## src/rtl/lnd_pkg.sv

```systemverilog
package lnd_pkg;

    typedef enum logic {
        MODE_REPLAY = 1'b0,
        MODE_REWIND = 1'b1
    } mode_e;

endpackage

```

## src/rtl/lnd_line_track.sv

```systemverilog
module lnd_line_track
    import lnd_pkg::*;
#(
    parameter int    FETCH_PER_LINE = 320,
    parameter mode_e MODE           = MODE_REPLAY,
    localparam int   CNT_W          = $clog2(FETCH_PER_LINE + 1)
) (
    input  logic             clk,
    input  logic             rst_n,
    input  logic             frame_start,
    input  logic             line_done,
    input  logic             hactive,
    output logic             issue,
    output logic             first_fetch,
    output logic             line_odd,
    output logic             fill_bank,
    output logic [CNT_W-1:0] fetch_cnt
);

    typedef struct packed {
        logic             odd;
        logic             bank;
        logic [CNT_W-1:0] cnt;
    } trk_t;

    trk_t st_d, st_q;
    logic room;
    logic parity_ok;

    always_comb begin
        room        = (st_q.cnt < CNT_W'(FETCH_PER_LINE));
        parity_ok   = (MODE == MODE_REWIND) || !st_q.odd;
        issue       = hactive && !line_done && !frame_start && room && parity_ok;
        first_fetch = issue && (st_q.cnt == '0) && !st_q.odd;

        st_d = st_q;
        if (frame_start) begin
            st_d = '0;
        end else if (line_done) begin
            st_d.odd = !st_q.odd;
            st_d.cnt = '0;
            if (st_q.odd) begin
                st_d.bank = !st_q.bank;
            end
        end else if (issue) begin
            st_d.cnt = st_q.cnt + 1'b1;
        end
    end

    always_ff @(posedge clk) begin
        if (!rst_n) begin
            st_q <= '0;
        end else begin
            st_q <= st_d;
        end
    end

    assign line_odd  = st_q.odd;
    assign fill_bank = st_q.bank;
    assign fetch_cnt = st_q.cnt;

endmodule

```

## src/rtl/lnd_addr_gen.sv

```systemverilog
module lnd_addr_gen
    import lnd_pkg::*;
#(
    parameter int    ADDR_W  = 17,
    parameter int    LAST    = 76799,
    parameter mode_e MODE    = MODE_REPLAY
) (
    input  logic              clk,
    input  logic              rst_n,
    input  logic              frame_start,
    input  logic              line_done,
    input  logic              line_odd,
    input  logic              issue,
    input  logic              first_fetch,
    output logic [ADDR_W-1:0] addr,
    output logic [ADDR_W-1:0] row_start
);

    localparam logic [ADDR_W-1:0] LAST_A = ADDR_W'(LAST);

    typedef struct packed {
        logic [ADDR_W-1:0] addr;
        logic [ADDR_W-1:0] start;
    } ag_t;

    ag_t st_d, st_q;

    always_comb begin
        st_d = st_q;
        if (frame_start) begin
            st_d = '0;
        end else if (line_done) begin
            if ((MODE == MODE_REWIND) && !line_odd) begin
                st_d.addr = st_q.start;
            end
        end else if (issue) begin
            if (first_fetch) begin
                st_d.start = st_q.addr;
            end
            st_d.addr = (st_q.addr == LAST_A) ? '0 : st_q.addr + 1'b1;
        end
    end

    always_ff @(posedge clk) begin
        if (!rst_n) begin
            st_q <= '0;
        end else begin
            st_q <= st_d;
        end
    end

    assign addr      = st_q.addr;
    assign row_start = st_q.start;

endmodule

```

## src/rtl/lnd_wr_stage.sv

```systemverilog
module lnd_wr_stage
    import lnd_pkg::*;
#(
    parameter int    DATA_W = 8,
    parameter mode_e MODE   = MODE_REPLAY
) (
    input  logic              clk,
    input  logic              rst_n,
    input  logic              issue,
    input  logic              fill_bank,
    input  logic [DATA_W-1:0] rd_data,
    output logic              fifo_wr,
    output logic [DATA_W-1:0] fifo_wdata,
    output logic              fifo_bank
);

    generate
        if (MODE == MODE_REPLAY) begin : g_replay
            typedef struct packed {
                logic wr;
                logic bank;
            } ws_t;

            ws_t st_d, st_q;

            always_comb begin
                st_d.wr   = issue;
                st_d.bank = fill_bank;
            end

            always_ff @(posedge clk) begin
                if (!rst_n) begin
                    st_q <= '0;
                end else begin
                    st_q <= st_d;
                end
            end

            assign fifo_wr   = st_q.wr;
            assign fifo_bank = st_q.bank;
        end else begin : g_rewind
            assign fifo_wr   = 1'b0;
            assign fifo_bank = 1'b0;
        end
    endgenerate

    assign fifo_wdata = rd_data;

endmodule

```

## src/rtl/lnd_scan_addr.sv

```systemverilog
module lnd_scan_addr
    import lnd_pkg::*;
#(
    parameter int    FETCH_PER_LINE = 320,
    parameter int    ROWS_PER_FRAME = 240,
    parameter int    ADDR_W         = 17,
    parameter int    DATA_W         = 8,
    parameter mode_e MODE           = MODE_REPLAY
) (
    input  logic              clk,
    input  logic              rst_n,
    input  logic              frame_start,
    input  logic              line_done,
    input  logic              hactive,
    output logic              rd_req,
    output logic [ADDR_W-1:0] rd_addr,
    input  logic [DATA_W-1:0] rd_data,
    output logic              fifo_wr,
    output logic [DATA_W-1:0] fifo_wdata,
    output logic              fifo_bank
);

    localparam int LAST  = ROWS_PER_FRAME * FETCH_PER_LINE - 1;
    localparam int CNT_W = $clog2(FETCH_PER_LINE + 1);

    logic              issue;
    logic              first_fetch;
    logic              line_odd;
    logic              fill_bank;
    logic [CNT_W-1:0]  fetch_cnt;
    logic [ADDR_W-1:0] row_start;

    lnd_line_track #(
        .FETCH_PER_LINE (FETCH_PER_LINE),
        .MODE           (MODE)
    ) u_track (
        .clk         (clk),
        .rst_n       (rst_n),
        .frame_start (frame_start),
        .line_done   (line_done),
        .hactive     (hactive),
        .issue       (issue),
        .first_fetch (first_fetch),
        .line_odd    (line_odd),
        .fill_bank   (fill_bank),
        .fetch_cnt   (fetch_cnt)
    );

    lnd_addr_gen #(
        .ADDR_W (ADDR_W),
        .LAST   (LAST),
        .MODE   (MODE)
    ) u_addr (
        .clk         (clk),
        .rst_n       (rst_n),
        .frame_start (frame_start),
        .line_done   (line_done),
        .line_odd    (line_odd),
        .issue       (issue),
        .first_fetch (first_fetch),
        .addr        (rd_addr),
        .row_start   (row_start)
    );

    lnd_wr_stage #(
        .DATA_W (DATA_W),
        .MODE   (MODE)
    ) u_wr (
        .clk        (clk),
        .rst_n      (rst_n),
        .issue      (issue),
        .fill_bank  (fill_bank),
        .rd_data    (rd_data),
        .fifo_wr    (fifo_wr),
        .fifo_wdata (fifo_wdata),
        .fifo_bank  (fifo_bank)
    );

    assign rd_req = issue;

endmodule

```

## config.mk

```make
export PLATFORM = sky130hd
export DESIGN_NAME = lnd_scan_addr
export DESIGN_NICKNAME = d
export VERILOG_FILES = /design/src/rtl/lnd_pkg.sv /design/src/rtl/lnd_line_track.sv /design/src/rtl/lnd_addr_gen.sv /design/src/rtl/lnd_wr_stage.sv /design/src/rtl/lnd_scan_addr.sv
export SDC_FILE = /design/constraint.sdc
export NUM_CORES = 1
export LEC_CHECK = 0
export BUFFER_PORTS_ARGS = -buffer_cell sky130_fd_sc_hd__buf_2
export CAP_MARGIN = 25
export CORE_ASPECT_RATIO = 1.75
export CORE_MARGIN = 10
export CORE_UTILIZATION = 45
export CTS_CLUSTER_SIZE = 14
export DETAILED_ROUTE_END_ITERATION = 12
export PLACE_DENSITY = 0.71
export SYNTH_ARGS = -nofsm -noshare
export SYNTH_HDL_FRONTEND = slang
export SYNTH_SLANG_ARGS = --single-unit
```

## constraint.sdc

```tcl
create_clock -name clk -period 2.55 [get_ports clk]
set_clock_uncertainty 0.2 [all_clocks]
set_input_delay 0.51 -clock clk [delete_from_list [all_inputs] [get_ports clk]]
set_output_delay 0.51 -clock clk [all_outputs]
set_load 0.1 [all_outputs]
```

==> results.json <==
{
  "status": "complete, no violations",
  "initial_core_util": 0.463,
  "final_cells": 230,
  "syn_nets": 177,
  "area_growth_pct": 17.1,
  "synthTopCellsByArea": "dfxtp_1, xnor2_1, a21oi_1, buf_4, nor2_1",
  "fin_crit_sh": 0.962,
  "drive_above_1_share": 0.251,
  "holdPathStages": 2,
  "detail-route-antenna-nets": 0,
  "wl_um": 3230,
  "reg2reg_slack_ns": 0.51,
  "htree_levels": 2,
  "clockRootBuffer": "clkbuf_8",
  "async_flop_share": 0,
  "grt_max_degree": 16,
  "irDropWorstVdd_mv": 0.511,
  "rsz0062_at_grt": "no",
  "vias_per_cell": 5.52,
  "hold_viol_final": 0,
  "syn-instance-count": 162,
  "fin_hold_ws_ns": 0.262,
  "synthAdderAreaFrac": 0.0172,
  "antenna_found_initial": 0,
  "fillers": 309,
  "crit_path_end_kind": "primary output",
  "worstSetupStartpointType": "flop",
  "io_buffer_count": 24,
  "boundaryPins": 41,
  "grt_remaining_overflow": 0,
  "r2r_start": "u_track.line_odd",
  "setup_viol": 0,
  "placedCellCount": 222,
  "cp_max_fo": 7,
  "gp_congestion": 0.754,
  "arrival_ns": 1.74,
  "cts_max_path_buffers": 2,
  "rows": 27,
  "grt_busiest_layer": "met2",
  "numClockSinks": 30,
  "cts_tree": "built",
  "grt_usage": 0.112,
  "first_pass_iters": 4,
  "core_um2": 3140,
  "die_h_um": 95.2,
  "hp-class": "input port to flop",
  "avgSynthCellArea_um2": 8.98,
  "vias": 1270,
  "post_drt_wl_per_cell_um": 14.0,
  "gr-usage-met1": 0.104,
  "yosysWarnings": 0,
  "drv_slew": 0,
  "die_w_um": 63.0,
  "clk-insertion-delay-late_ns": 0.28,
  "grtUsageMet3": 0.0552,
  "hp-start": "rst_n",
  "ys_seq_area_frac": 0.413,
  "worstMarginPinSlew_ns": 0.491,
  "synth_area_um2": 1460,
  "first_global_vias": 1325,
  "grt_pass1_wl_um": 5620,
  "synth-edff-count": 0,
  "total_power_w": 0.000919,
  "ys_ff_latch": 30,
  "r2r_cells": 5,
  "min_period_ns": 2.45,
  "nets": 201,
  "path_clk_slew_ns": 0.07,
  "numCtsBuffers": 5,
  "fmax_ghz": 0.408,
  "groute.layer.met2.usage": 0.200,
  "route.detailed.drc": 0,
  "yosysTopAreaCellShare": 0.413,
  "cap_violations": 0,
  "synth_compound_area_frac": 0.110,
  "synth_ff_type": "dfxtp_1",
  "power_density_nw_per_um2": 539,
  "n_antenna_cell": 0,
  "worst_ep_required_time_ns": 1.84,
  "synth_cell_types": 37,
  "synth_xor_area_frac": 0.0903,
  "dieArea_um2": 6000,
  "synth_mux_area_frac": 0.00688,
  "finalSetupTns_ns": 0,
  "ctsResizeCount": 0,
  "critical_path_class": "flop to primary output",
  "hpwl_um": 2450,
  "cellLeakagePower_nw": 0.595,
  "synthSimpleGateAreaFrac": 0.300,
  "r2r-end": "u_addr.addr[15]",
  "post-cts-setup-buffers": 0,
  "drt_iter0_markers": 26,
  "synth_top_family_by_area": "simple AND/OR/NAND/NOR gates",
  "whs_endpoint": "u_wr.fifo_bank",
  "fin_util": 0.542,
  "synth_largest_area_cell": "dfxtp_1",
  "slew_headroom": 0.675,
  "hold_buffers": 0
}
==> cells by family (layout without fill, tap and decap cells) <==
kind of cell / count (synthesis) / in the layout
flip-flops: 30 / 30
multiplexers: 1 / 1
AND/OR/NAND/NOR: 72 / 72
AO/OA/AOI/OAI: 26 / 26
buffers and inverters: 16 / 41
XOR/XNOR: 15 / 15
adder cells (fa/ha/maj): 2 / 2
==> layout by cell type (no fill, tap or decap), types with 3 or more instances in the layout <==
cell and instances:
nand3_1 9, o31ai_1 3, inv_1 5, buf_4 4
xor2_1 6, nand2_1 9, xnor2_1 9, clkbuf_8 6
dfxtp_1 28, nor2_1 16, buf_2 23, or3_1 7
a21oi_1 12, or4_1 3, nand4_1 7, o21ai_0 8
==> flip-flops by register name (all words and copies together), names as in the netlist <==
signal             cells
u_addr.addr           17
u_track.fetch_cnt      9
u_track.fill_bank      1
u_track.line_odd       1
u_wr.fifo_bank         1
u_wr.fifo_wr           1
==> how the worst max path moves through the flow <==
stage,start,to,slack [ns]
final,u_track.line_odd,rd_req,0.1
after global routing,u_track.line_odd,rd_req,0.05
after CTS,u_track.line_odd,rd_req,0.1
after detailed placement,line_done,rd_req,0.13
after global placement,line_done,rd_req,0.15
after floorplan,u_addr.addr[4],u_addr.addr[16],0.001
==> worst max-delay path, stage by stage, from the launching register on <==
cell and delay (ns):
dfxtp_1 0.36, or4b_1 0.72, nor2_4 0.19, buf_12 0.19
==> power breakdown <==
| group | switching [W] | internal [W] | total, W |
|---|---|---|---|
| clock network | 0.000182 | 0.000217 | 0.000398 |
| logic | 0.0000314 | 0.0000165 | 0.0000479 |
| registers | 0.00000240 | 0.000471 | 0.000473 |
| total | 0.000215 | 0.000704 | 0.000919 |
==> layer usage <==
metal  wire, um  vias up
met5          0        -
li1           -      620
met1       1230      593
met2       1690       50
met3        253        7
met4         48        0
==> final cells by class <==
class	count	area, um^2	area share
clock buffer	6	82.6	0.0485
clock inverter	2	12.5	0.00734
inverter	5	18.8	0.0110
multi-input combinational	116	768	0.451
sequential	30	603	0.354
tap	43	53.8	0.0316
timing repair buffer	28	165	0.0969
==> stage by stage <==
step | setup slack [ns] | area (um^2)
6_report | 0.0974 | 1700
5_1_grt | 0.0492 | 1700
4_1_cts | 0.0970 | 1700
3_5_place_dp | 0.130 | 1610
3_3_place_gp | 0.148 | 1610
2_1_floorplan | 0.00119 | 1460
==> cells in the mapped netlist, drive strengths merged (2+ instances only) <==
library cell / n
a21oi: 12
and2: 2
and3: 2
and4: 2
buf: 9
clkbuf: 2
dfxtp: 30
ha: 2
inv: 5
nand2: 9
nand3: 9
nand4: 8
nor2: 17
nor3: 2
nor4: 2
nor4b: 2
o21ai: 9
o31ai: 4
or3: 7
or4: 3
or4b: 2
xnor2: 9
xor2: 6
Note: power is estimated with default switching activity, not from simulation.
